`config.mk`:
```
export PLATFORM = sky130hd
export DESIGN_NAME = spi_sck_gen
export DESIGN_NICKNAME = d
export VERILOG_FILES = /design/src/rtl/spi_sck_pkg.sv /design/src/rtl/spi_sck_cfg.sv /design/src/rtl/spi_sck_timer.sv /design/src/rtl/spi_sck_edge.sv /design/src/rtl/spi_sck_gen.sv
export SDC_FILE = /design/constraint.sdc
export NUM_CORES = 1
export LEC_CHECK = 0
export ABC_CLOCK_PERIOD_IN_PS = 2600
export BUFFER_PORTS_ARGS = -buffer_cell sky130_fd_sc_hd__clkbuf_2
export CORE_ASPECT_RATIO = 0.7
export CORE_MARGIN = 2
export CORE_UTILIZATION = 32
export DETAILED_ROUTE_END_ITERATION = 12
export GPL_TIMING_DRIVEN = 0
export SETUP_SLACK_MARGIN = 0.05
export SLEW_MARGIN = 20
export SYNTH_ARGS = -nofsm -noshare
export SYNTH_HDL_FRONTEND = slang
export SYNTH_SLANG_ARGS = --single-unit
```
`constraint.sdc`:
```
create_clock -name clk -period 2.6 [get_ports clk]
set_input_delay 0.65 -clock clk [delete_from_list [all_inputs] [get_ports clk]]
set_output_delay 0.65 -clock clk [all_outputs]
set_load 0.01 [all_outputs]
```
`src/rtl/spi_sck_pkg.sv`:
```
package spi_sck_pkg;
  // Divider scheme encoded by the mode-select bit of the control word.
  typedef enum logic {
    DIV_EXP = 1'b0,
    DIV_LIN = 1'b1
  } div_mode_e;

  // Width of a half-period counter able to hold both divisor schemes.
  function automatic int unsigned half_cnt_width(input int unsigned lin_w, input int unsigned exp_w);
    int unsigned exp_need;
    exp_need = (1 << exp_w) - 1;
    return (lin_w > exp_need) ? lin_w : exp_need;
  endfunction
endpackage

```
`src/rtl/spi_sck_cfg.sv`:
```
module spi_sck_cfg
  import spi_sck_pkg::*;
#(
  parameter int unsigned LIN_W = 8,
  parameter int unsigned EXP_W = 4,
  parameter int unsigned CNT_W = 15
) (
  input  logic                   clk,
  input  logic                   rst,
  input  logic                   hold,
  input  logic [LIN_W+EXP_W:0]   ctl,
  output logic [CNT_W-1:0]       half_m1
);
  localparam int unsigned SEL_BIT = LIN_W + EXP_W;

  div_mode_e          mode;
  logic [LIN_W-1:0]   lin_f;
  logic [EXP_W-1:0]   exp_f;
  logic [CNT_W-1:0]   lin_val;
  logic [CNT_W-1:0]   exp_val;
  logic [CNT_W-1:0]   next_val;

  assign mode  = div_mode_e'(ctl[SEL_BIT]);
  assign lin_f = ctl[LIN_W-1:0];
  assign exp_f = ctl[LIN_W +: EXP_W];

  // Linear scheme: half period minus one is the field itself.
  generate
    if (CNT_W > LIN_W) begin : g_lin_pad
      assign lin_val = {{(CNT_W-LIN_W){1'b0}}, lin_f};
    end else begin : g_lin_fit
      assign lin_val = lin_f[CNT_W-1:0];
    end
  endgenerate

  // Exponential scheme: 2^E - 1 is a thermometer of E ones.
  genvar gi;
  generate
    for (gi = 0; gi < CNT_W; gi++) begin : g_therm
      assign exp_val[gi] = (32'(exp_f) > gi);
    end
  endgenerate

  always_comb begin
    case (mode)
      DIV_LIN: next_val = lin_val;
      default: next_val = exp_val;
    endcase
  end

  // The divisor is taken over only while no burst is running.
  always_ff @(posedge clk) begin
    if (rst) begin
      half_m1 <= '0;
    end else if (!hold) begin
      half_m1 <= next_val;
    end
  end
endmodule

```
`src/rtl/spi_sck_timer.sv`:
```
module spi_sck_timer #(
  parameter int unsigned CNT_W = 15
) (
  input  logic             clk,
  input  logic             rst,
  input  logic             run,
  input  logic [CNT_W-1:0] half_m1,
  output logic             tick
);
  logic [CNT_W-1:0] cnt;

  assign tick = run && (cnt == half_m1);

  always_ff @(posedge clk) begin
    if (rst || !run) begin
      cnt <= '0;
    end else if (tick) begin
      cnt <= '0;
    end else begin
      cnt <= cnt + 1'b1;
    end
  end
endmodule

```
`src/rtl/spi_sck_edge.sv`:
```
module spi_sck_edge (
  input  logic clk,
  input  logic rst,
  input  logic run,
  input  logic tick,
  input  logic idle_pol,
  input  logic pha,
  output logic sck,
  output logic launch_stb,
  output logic sample_stb
);
  logic pha_q;
  logic lead_next;

  always_ff @(posedge clk) begin
    if (rst) begin
      sck        <= 1'b0;
      pha_q      <= 1'b0;
      lead_next  <= 1'b1;
      launch_stb <= 1'b0;
      sample_stb <= 1'b0;
    end else if (!run) begin
      sck        <= idle_pol;
      pha_q      <= pha;
      lead_next  <= 1'b1;
      launch_stb <= 1'b0;
      sample_stb <= 1'b0;
    end else if (tick) begin
      sck        <= ~sck;
      lead_next  <= ~lead_next;
      sample_stb <= lead_next ^ pha_q;
      launch_stb <= ~(lead_next ^ pha_q);
    end else begin
      launch_stb <= 1'b0;
      sample_stb <= 1'b0;
    end
  end
endmodule

```
`src/rtl/spi_sck_gen.sv`:
```
module spi_sck_gen
  import spi_sck_pkg::*;
#(
  parameter int unsigned LIN_W = 8,
  parameter int unsigned EXP_W = 4
) (
  input  logic                 clk,
  input  logic                 rst,
  input  logic [LIN_W+EXP_W:0] clk_ctl,
  input  logic                 idle_high,
  input  logic                 late_phase,
  input  logic                 burst_on,
  output logic                 sck,
  output logic                 launch_stb,
  output logic                 sample_stb
);
  localparam int unsigned CNT_W = half_cnt_width(LIN_W, EXP_W);

  logic [CNT_W-1:0] half_m1;
  logic             tick;

  spi_sck_cfg #(
    .LIN_W(LIN_W),
    .EXP_W(EXP_W),
    .CNT_W(CNT_W)
  ) cfg_i (
    .clk     (clk),
    .rst     (rst),
    .hold    (burst_on),
    .ctl     (clk_ctl),
    .half_m1 (half_m1)
  );

  spi_sck_timer #(
    .CNT_W(CNT_W)
  ) timer_i (
    .clk     (clk),
    .rst     (rst),
    .run     (burst_on),
    .half_m1 (half_m1),
    .tick    (tick)
  );

  spi_sck_edge edge_i (
    .clk        (clk),
    .rst        (rst),
    .run        (burst_on),
    .tick       (tick),
    .idle_pol   (idle_high),
    .pha        (late_phase),
    .sck        (sck),
    .launch_stb (launch_stb),
    .sample_stb (sample_stb)
  );
endmodule

```
== After elaboration in Yosys (flattened, before gate mapping) ==
Cells that the tools add are included.

* Input port bits: 18
* Logic and storage cells: 40
* Register bits: 35
* Output and inout port bits: 3

* Bitwise logic cells: 6
* Multiplexer cells: 3
* Add/sub/neg operators: 1
* Equal/unequal tests: 2
* Reductions and logical operators: 6
* $lt $le $gt $ge: 15

{| class="wikitable"
|+ Operator list
! operator !! count
|-
| > comparator 4 bit, second input constant || 7
|-
| > comparator 4 x 3 -> 1 bit, second input constant || 4
|-
| adder 15 x 1 -> 15 bit, second input constant || 1
|-
| equality test 15 bit || 1
|-
| two-way mux 15 bit || 1
|-
| > comparator 4 x 1 -> 1 bit, second input constant || 2
|-
| > comparator 4 x 2 -> 1 bit, second input constant || 2
|-
| inverter 1 bit || 5
|-
| OR reduction 2 bit || 2
|-
| OR reduction 3 bit || 1
|-
| two-way mux 1 bit || 2
|-
| inequality test 2 x 1 -> 1 bit, second input constant || 1
|-
| logical AND 1 bit || 1
|-
| logical NOT 1 bit || 1
|-
| logical OR 1 bit || 1
|-
| XOR 1 bit || 1
|}

== Logic depth before layout (Yosys ltp) ==
Gate-level depths: netlist of run 1.

* Depth after elaboration: 4
* Depth in mapped cells: 6

== By module ==
A second synthesis of run 1 with hierarchy kept.

* Cells, all modules: 189
* Area, all modules: 1734.2 sq um

{| class="wikitable"
|+ By module, submodules not included
! module !! cells each !! area an instance (sq um) !! times used !! sequential area each (sq um)
|-
| spi_sck_timer || 93 || 867.1 || 1 || 300.3
|-
| spi_sck_cfg || 81 || 679.4 || 1 || 300.3
|-
| spi_sck_edge || 15 || 187.7 || 1 || 100.1
|}

== Worst setup path before layout of run 1 ==
No wires, ideal clock.

* Path kind: input-to-reg
* From: input port burst_on
* To: register cfg_i.half_m1[10]
* Path buffers: 1
* Stages on the path: 3
* Data arrival time: 1.621 ns
* Path slack: 0.905 ns
* Data required time: 2.526 ns
* Cells stage by stage: buf_2 -> or4b_2 -> o21ai_0

{| class="wikitable"
|+ RTL lines
! element !! line !! RTL
|-
| from (decl) || spi_sck_gen.sv:12 || <nowiki>input logic burst_on,</nowiki>
|-
| to (signal assigned) || spi_sck_cfg.sv:56 || <nowiki>half_m1 <= next_val;</nowiki>
|-
| to (decl) || spi_sck_cfg.sv:12 || <nowiki>output logic [CNT_W-1:0] half_m1</nowiki>
|}

== Final worst setup path of run 1 ==
* From: register timer_i.cnt[9]
* To: register timer_i.cnt[4]

* Longest elaborated chain between the ends: 3

{| class="wikitable"
|+ RTL lines
! element !! line !! RTL
|-
| from (decl) || spi_sck_timer.sv:10 || <nowiki>logic [CNT_W-1:0] cnt;</nowiki>
|-
| from (signal assigned) || spi_sck_timer.sv:20 || <nowiki>cnt <= cnt + 1'b1;</nowiki>
|-
| equality test 15 bit || spi_sck_timer.sv:12 || <nowiki>assign tick = run && (cnt == half_m1);</nowiki>
|-
| logical AND 1 bit || spi_sck_timer.sv:12 ||
|-
| OR reduction 2 bit (no line) || - ||
|}

No other way between the ends.
A chain may end at the register's enable or synchronous reset.

==> results of run 1 <==
cell families after synthesis:
logic type	after synthesis	synth area share (%)
adders and majority gates	1	0.802
buffers and inverters	10	2.73
muxes	4	2.57
DFF	35	44.9
and+or+nand+nor	74	22.3
xor gates and xnor gates	31	17.4
AOI/OAI and AO/OA	23	9.23
cell usage after synthesis, types with 2 or more instances:
library cell / instances / share of area [%]
a211oi_1: 3 / 1.4
a21oi_1: 3 / 0.96
and3_1: 3 / 1.2
clkbuf_1: 4 / 0.96
dfxtp_1: 35 / 45
inv_1: 2 / 0.48
mux2i_1: 4 / 2.6
nand2_1: 20 / 4.8
nand3_1: 7 / 2.2
nand4_1: 5 / 2.0
nor2_1: 30 / 7.2
nor3_1: 4 / 1.3
o21ai_0: 9 / 2.9
o22ai_1: 4 / 1.6
xnor2_1: 24 / 13
xor2_1: 7 / 3.9
where the power goes:
part,leakage (nW),internal [mW],switching [mW]
Sequential,0.285,0.553,0.0139
Combinational,0.323,0.0485,0.0623
Clock,0.0612,0.310,0.202
path summary, 6_finish.rpt:
| check | from | end | slack, ns | cells past startpoint |
|---|---|---|---|---|
| setup / recovery | timer_i.cnt[9]$_SDFF_PP0_ | timer_i.cnt[4]$_SDFF_PP0_ | 0.75 | 6 |
| hold / removal | cfg_i.half_m1[9]$_SDFFE_PP0N_ | cfg_i.half_m1[9]$_SDFFE_PP0N_ | 0.47 | 2 |
| setup reg to reg | timer_i.cnt[9]$_SDFF_PP0_ | timer_i.cnt[4]$_SDFF_PP0_ | 0.75 | 6 |
| hold reg to reg | cfg_i.half_m1[9]$_SDFFE_PP0N_ | cfg_i.half_m1[9]$_SDFFE_PP0N_ | 0.47 | 2 |
sequential cells by signal, summed over array words and instances, names as in the netlist:
register           count
edge_i.lead_next       1
edge_i.sample_stb      1
edge_i.pha_q           1
timer_i.cnt           15
edge_i.sck             1
cfg_i.half_m1         15
edge_i.launch_stb      1
worst reg2reg max path, stage by stage (launching register included):
cell and delay (ns):
dfxtp_1 0.41, xnor2_1 0.14, nand4_1 0.20, nor4_4 0.47, nand2b_2 0.28, buf_4 0.19
nor2_1 0.06
per-stage QoR:
step / utilization [%] / worst slack [ns] / cell area, um^2 / hold slack, ns
3_3_place_gp: 36.3 / 0.749 / 1720 / 0.450
5_1_grt: 38.8 / 0.597 / 1830 / 0.488
6_report: 38.8 / 0.752 / 1830 / 0.465
3_5_place_dp: 36.3 / 0.746 / 1720 / 0.460
2_1_floorplan: - / 0.905 / 1560 / 0.435
4_1_cts: 38.8 / 0.741 / 1830 / 0.470
area by class of cell:
class	count	area [um^2]
Buffer	7	31.3
Timing Repair Buffer	17	85.1
Fill cell	494	2900
Sequential cell	35	701
Tap cell	57	71.3
Inverter	3	11.3
Clock inverter	2	35.0
Clock buffer	6	82.6
Multi-Input combinational cell	133	816
per-layer routing:
layer	GRT usage, %	vias to the layer above	share of wire [%]
met4	4.04	0	0.51
li1	-	649	-
met5	0	-	0
met2	17.4	19	38
met3	6.08	2	4.4
met1	21.7	576	57
==> metrics.cfg, run 1 <==
[final_layout]
final_cell_mix = 35 x dfxtp_1, 30 x nor2_1, 24 x xnor2_1
final_common_cell = dfxtp_1
diodes = 0
drive_gt1_share_pct = 15.8
instances_no_fill = 260
syn2layout_area_growth_pct = 17.6
nets = 221

[clocking]
cts.root.buffer_cell = clkbuf_8
cts.sinks = 35
clock_latency_ns = 0.29
htree_levels = 2
cts_made_buffers = 5
clk_pin_slew_ns = 0.07
cts_post_setup_buffers_inserted = 0
clockBufferDepth = 2
cts-hold-fix-buffers = 0
cts-resized-gates = 0
tritoncts = yes

[route]
antenna_left = 0
post-route-drc-count = 0
drt_iter0_drc = 37
routedWlPerCell_um = 12.7
drtPass1Iterations = 5
vias = 1246
drt_wl_total_um = 3310
via_per_inst = 4.79

[place]
hpwl_um = 2470
dp.cells = 252
gp_congestion = 0.786
port-buffer-count = 17

[timing]
fin_setup_tns_ns = 0
slew_headroom_pct = 59.9
hold_viol = 0
fin_crit_sh_pct = 71.1
worst_pin_slew_ns = 0.593
fin_worst_skew_ns = 0.00165
period_minus_slack_ns = 1.85
setup_viol = 0
timing.fmax_ghz = 0.541
rsz0062_at_grt = no
slew_violations = 0

[setup_path]
critPathMaxStageDelay_ns = 0.46
cp_max_fo = 10
cp_data_required_time_ns = 2.79
path_class = flip-flop to flip-flop
crit_path_start_kind = flip-flop
cp_num_buf_inv = 1
cp_data_arrival_time_ns = 2.04
path_delay_family = simple AND/OR/NAND/NOR gates
worst_path_max_delay_cell = nor4_4
crit_chain = xnor2_1 > nand4_1 > nor4_4 > nand2b_2 > buf_4 > nor2_1
cp-end-kind = flip-flop

[logic_synthesis]
synthArstFlopShare_pct = 0
synth_edf_count = 0
synthesis.nets = 197
syn_inst = 178
yosysWarnings = 0
yosysSeqAreaShare_pct = 44.9
synth_ff_type = dfxtp_1
syn-cell-area_um2 = 1560
synth.distinct_cells = 30
avgSynthCellArea_um2 = 8.76
synth-seq-cells = 35

[floorplan]
fp.dieH_um = 62.4
coreArea_um2 = 4730
start_util_pct = 33.0
die_area_um2 = 5450
die_w_um = 87.4
io_pins = 21
num_rows = 21

[global_routing]
grt_remaining_overflow = 0
grt_pass1_wl_um = 5910
first_global_vias = 1211
grtUsageTotal_pct = 14.1
grt_max_degree = 12
antenna_found_initial = 0

[pwr]
power_mw = 1.19
ir_drop_mv = 0.251
p_per_area_nw_per_um2 = 649
p_leak_nw = 0.669

[run]
cap_viol_max_count = 0

[hold_path]
hp-class = flip-flop to flip-flop

[outcome]
status = complete, no violations

Power figures use the tool's default switching activity.
==> run 2, diff against run 1 <==
--- a/config.mk
+++ b/config.mk
@@ -5,7 +5,7 @@
 export SDC_FILE = /design/constraint.sdc
 export NUM_CORES = 1
 export LEC_CHECK = 0
-export ABC_CLOCK_PERIOD_IN_PS = 2600
+export ABC_CLOCK_PERIOD_IN_PS = 1900
 export BUFFER_PORTS_ARGS = -buffer_cell sky130_fd_sc_hd__clkbuf_2
 export CORE_ASPECT_RATIO = 0.7
 export CORE_MARGIN = 2
==> constraint.sdc (replaced) <==
create_clock -name clk -period 1.9 [get_ports clk]
set_input_delay 0.475 -clock clk [delete_from_list [all_inputs] [get_ports clk]]
set_output_delay 0.475 -clock clk [all_outputs]
set_load 0.01 [all_outputs]
==> run 2 against run 1 <==
Clock-buffer cell count is the same. Total power grew 37%. Die area is the same. Utilization grew 0.16 points. Worst hold slack lost 0.044 ns.
==> metrics.cfg, run 2 (synthesis results as in run 1) <==
[clocking]
cts.root.buffer_cell = clkbuf_8
cts.sinks = 35
cts_made_buffers = 5
clock_latency_ns = 0.29
clockBufferDepth = 2
htree_levels = 2
clk_pin_slew_ns = 0.07
tritoncts = yes

[final_layout]
diodes = 0
largestRegisters = cfg_i.half_m1 (15), timer_i.cnt (15)
nets = 222
postLayoutCoreUtil_pct = 38.9
fin_area_um2 = 1840
drive_gt1_share_pct = 16.2
fillers = 493
final_cell_mix = 35 x dfxtp_1, 30 x nor2_1, 24 x xnor2_1
final_common_cell = dfxtp_1
syn2layout_area_growth_pct = 18.1

[floorplan]
die_area_um2 = 5450
start_util_pct = 33.0
fp.dieH_um = 62.4
io_pins = 21
num_rows = 21
coreArea_um2 = 4730
die_w_um = 87.4

[global_routing]
grt_max_degree = 12
antenna_found_initial = 0
first_global_vias = 1220
grtUsageTotal_pct = 14.2
grt_remaining_overflow = 0
grt_pass1_wl_um = 5930

[place]
hpwl_um = 2470
place_area_um2 = 1720
gp_congestion = 0.786
port-buffer-count = 17

[route]
routedWlPerCell_um = 12.6
drt_iter0_drc = 58
antenna_left = 0
drtPass1Iterations = 4
post-route-drc-count = 0
via_per_inst = 4.74
vias = 1237
drt_wl_total_um = 3300

[setup_path]
cp_max_fo = 10
crit_path_start_kind = flip-flop
cp_data_arrival_time_ns = 1.83
cp_data_required_time_ns = 2.09
cp-end-kind = flip-flop
path_class = flip-flop to flip-flop
r2r.worst_path.cells = 6

[run]
cap_viol_max_count = 0

[pwr]
ir_drop_mv = 0.344
p_clk_share_pct = 43.0
p_leak_nw = 0.675
combPwrFrac_pct = 9.5
power_frac_seq_pct = 47.5
p_int_mw = 1.25
swShare_pct = 23.4
p_per_area_nw_per_um2 = 887
p_switching_uw = 382

[timing]
period_minus_slack_ns = 1.64
fin_crit_sh_pct = 86.3
slew_headroom_pct = 60.4
fin_setup_tns_ns = 0
slew_violations = 0
rsz0062_at_grt = no
hold_viol = 0
worst_pin_slew_ns = 0.586
fin_worst_skew_ns = 0.00109
setup_viol = 0
timing.fmax_ghz = 0.610

[hold_path]
hp-class = input port to flip-flop
hold_depth = 3

[outcome]
status = complete, no violations

run 2: stage by stage:
| stage | total power [mW] | cells | setup slack, ns | hold slack, ns |
|---|---|---|---|---|
| global route | 1.71 | 261 | 0.114 | 0.434 |
| detailed placement | 0.944 | 252 | 0.0455 | 0.460 |
| global placement | 0.942 | 252 | 0.0706 | 0.450 |
| finish | 1.63 | 261 | 0.260 | 0.421 |
| CTS | 1.65 | 261 | 0.241 | 0.416 |
| floorplan | 0.895 | 178 | 0.340 | 0.435 |
run 2: metal layers:
layer  vias up  wire length (um)  part of all wire [%]  track usage, %
li1        652                 -                     -               -
met1       566              1880                    57            21.7
met2        17              1270                    38            17.5
met3         2               131                   4.0            6.08
met4         0                16                  0.48            4.04
met5         -                 0                     0               0
run 2: power groups by stage:
stage          Clock (mW)  Sequential (mW)  Combinational (mW)
6_report            0.702            0.776               0.155
5_1_grt             0.760            0.779               0.175
4_1_cts             0.718            0.776               0.156
3_5_place_dp            0            0.793               0.151
3_3_place_gp            0            0.793               0.149
2_1_floorplan           0            0.789               0.106
run 2: final cells by class:
cell class,count,area [um^2],share of cell area [%]
Clock buffer,6,82.6,4.49
Clock inverter,2,35.0,1.90
Tap cell,57,71.3,3.87
Sequential cell,35,701,38.1
Inverter,3,11.3,0.612
Multi-Input combinational cell,133,816,44.3
Buffer,7,31.3,1.70
Timing Repair Buffer,18,92.6,5.03
run 2: repair_timing:
item,in CTS,in global routing
setup buffers,1,0
hold buffers,0,0
setup endpoints to repair,9,0
gates resized for setup,0,0
run 2: critical path, stage by stage, from the launching register on:
cell	delay, ns
dfxtp_1	0.45
xnor2_1	0.16
nand4_1	0.16
nor4_4	0.28
nand2b_2	0.23
buf_4	0.19
nor2_1	0.06
run 2: path summary, 6_finish.rpt:
check	from	end	slack, ns
min reg2reg	cfg_i.half_m1[9]$_SDFFE_PP0N_	cfg_i.half_m1[9]$_SDFFE_PP0N_	0.47
max reg2reg	timer_i.cnt[2]$_SDFF_PP0_	timer_i.cnt[4]$_SDFF_PP0_	0.26
max	timer_i.cnt[2]$_SDFF_PP0_	timer_i.cnt[4]$_SDFF_PP0_	0.26
min	late_phase	edge_i.pha_q$_SDFFE_PP0N_	0.42
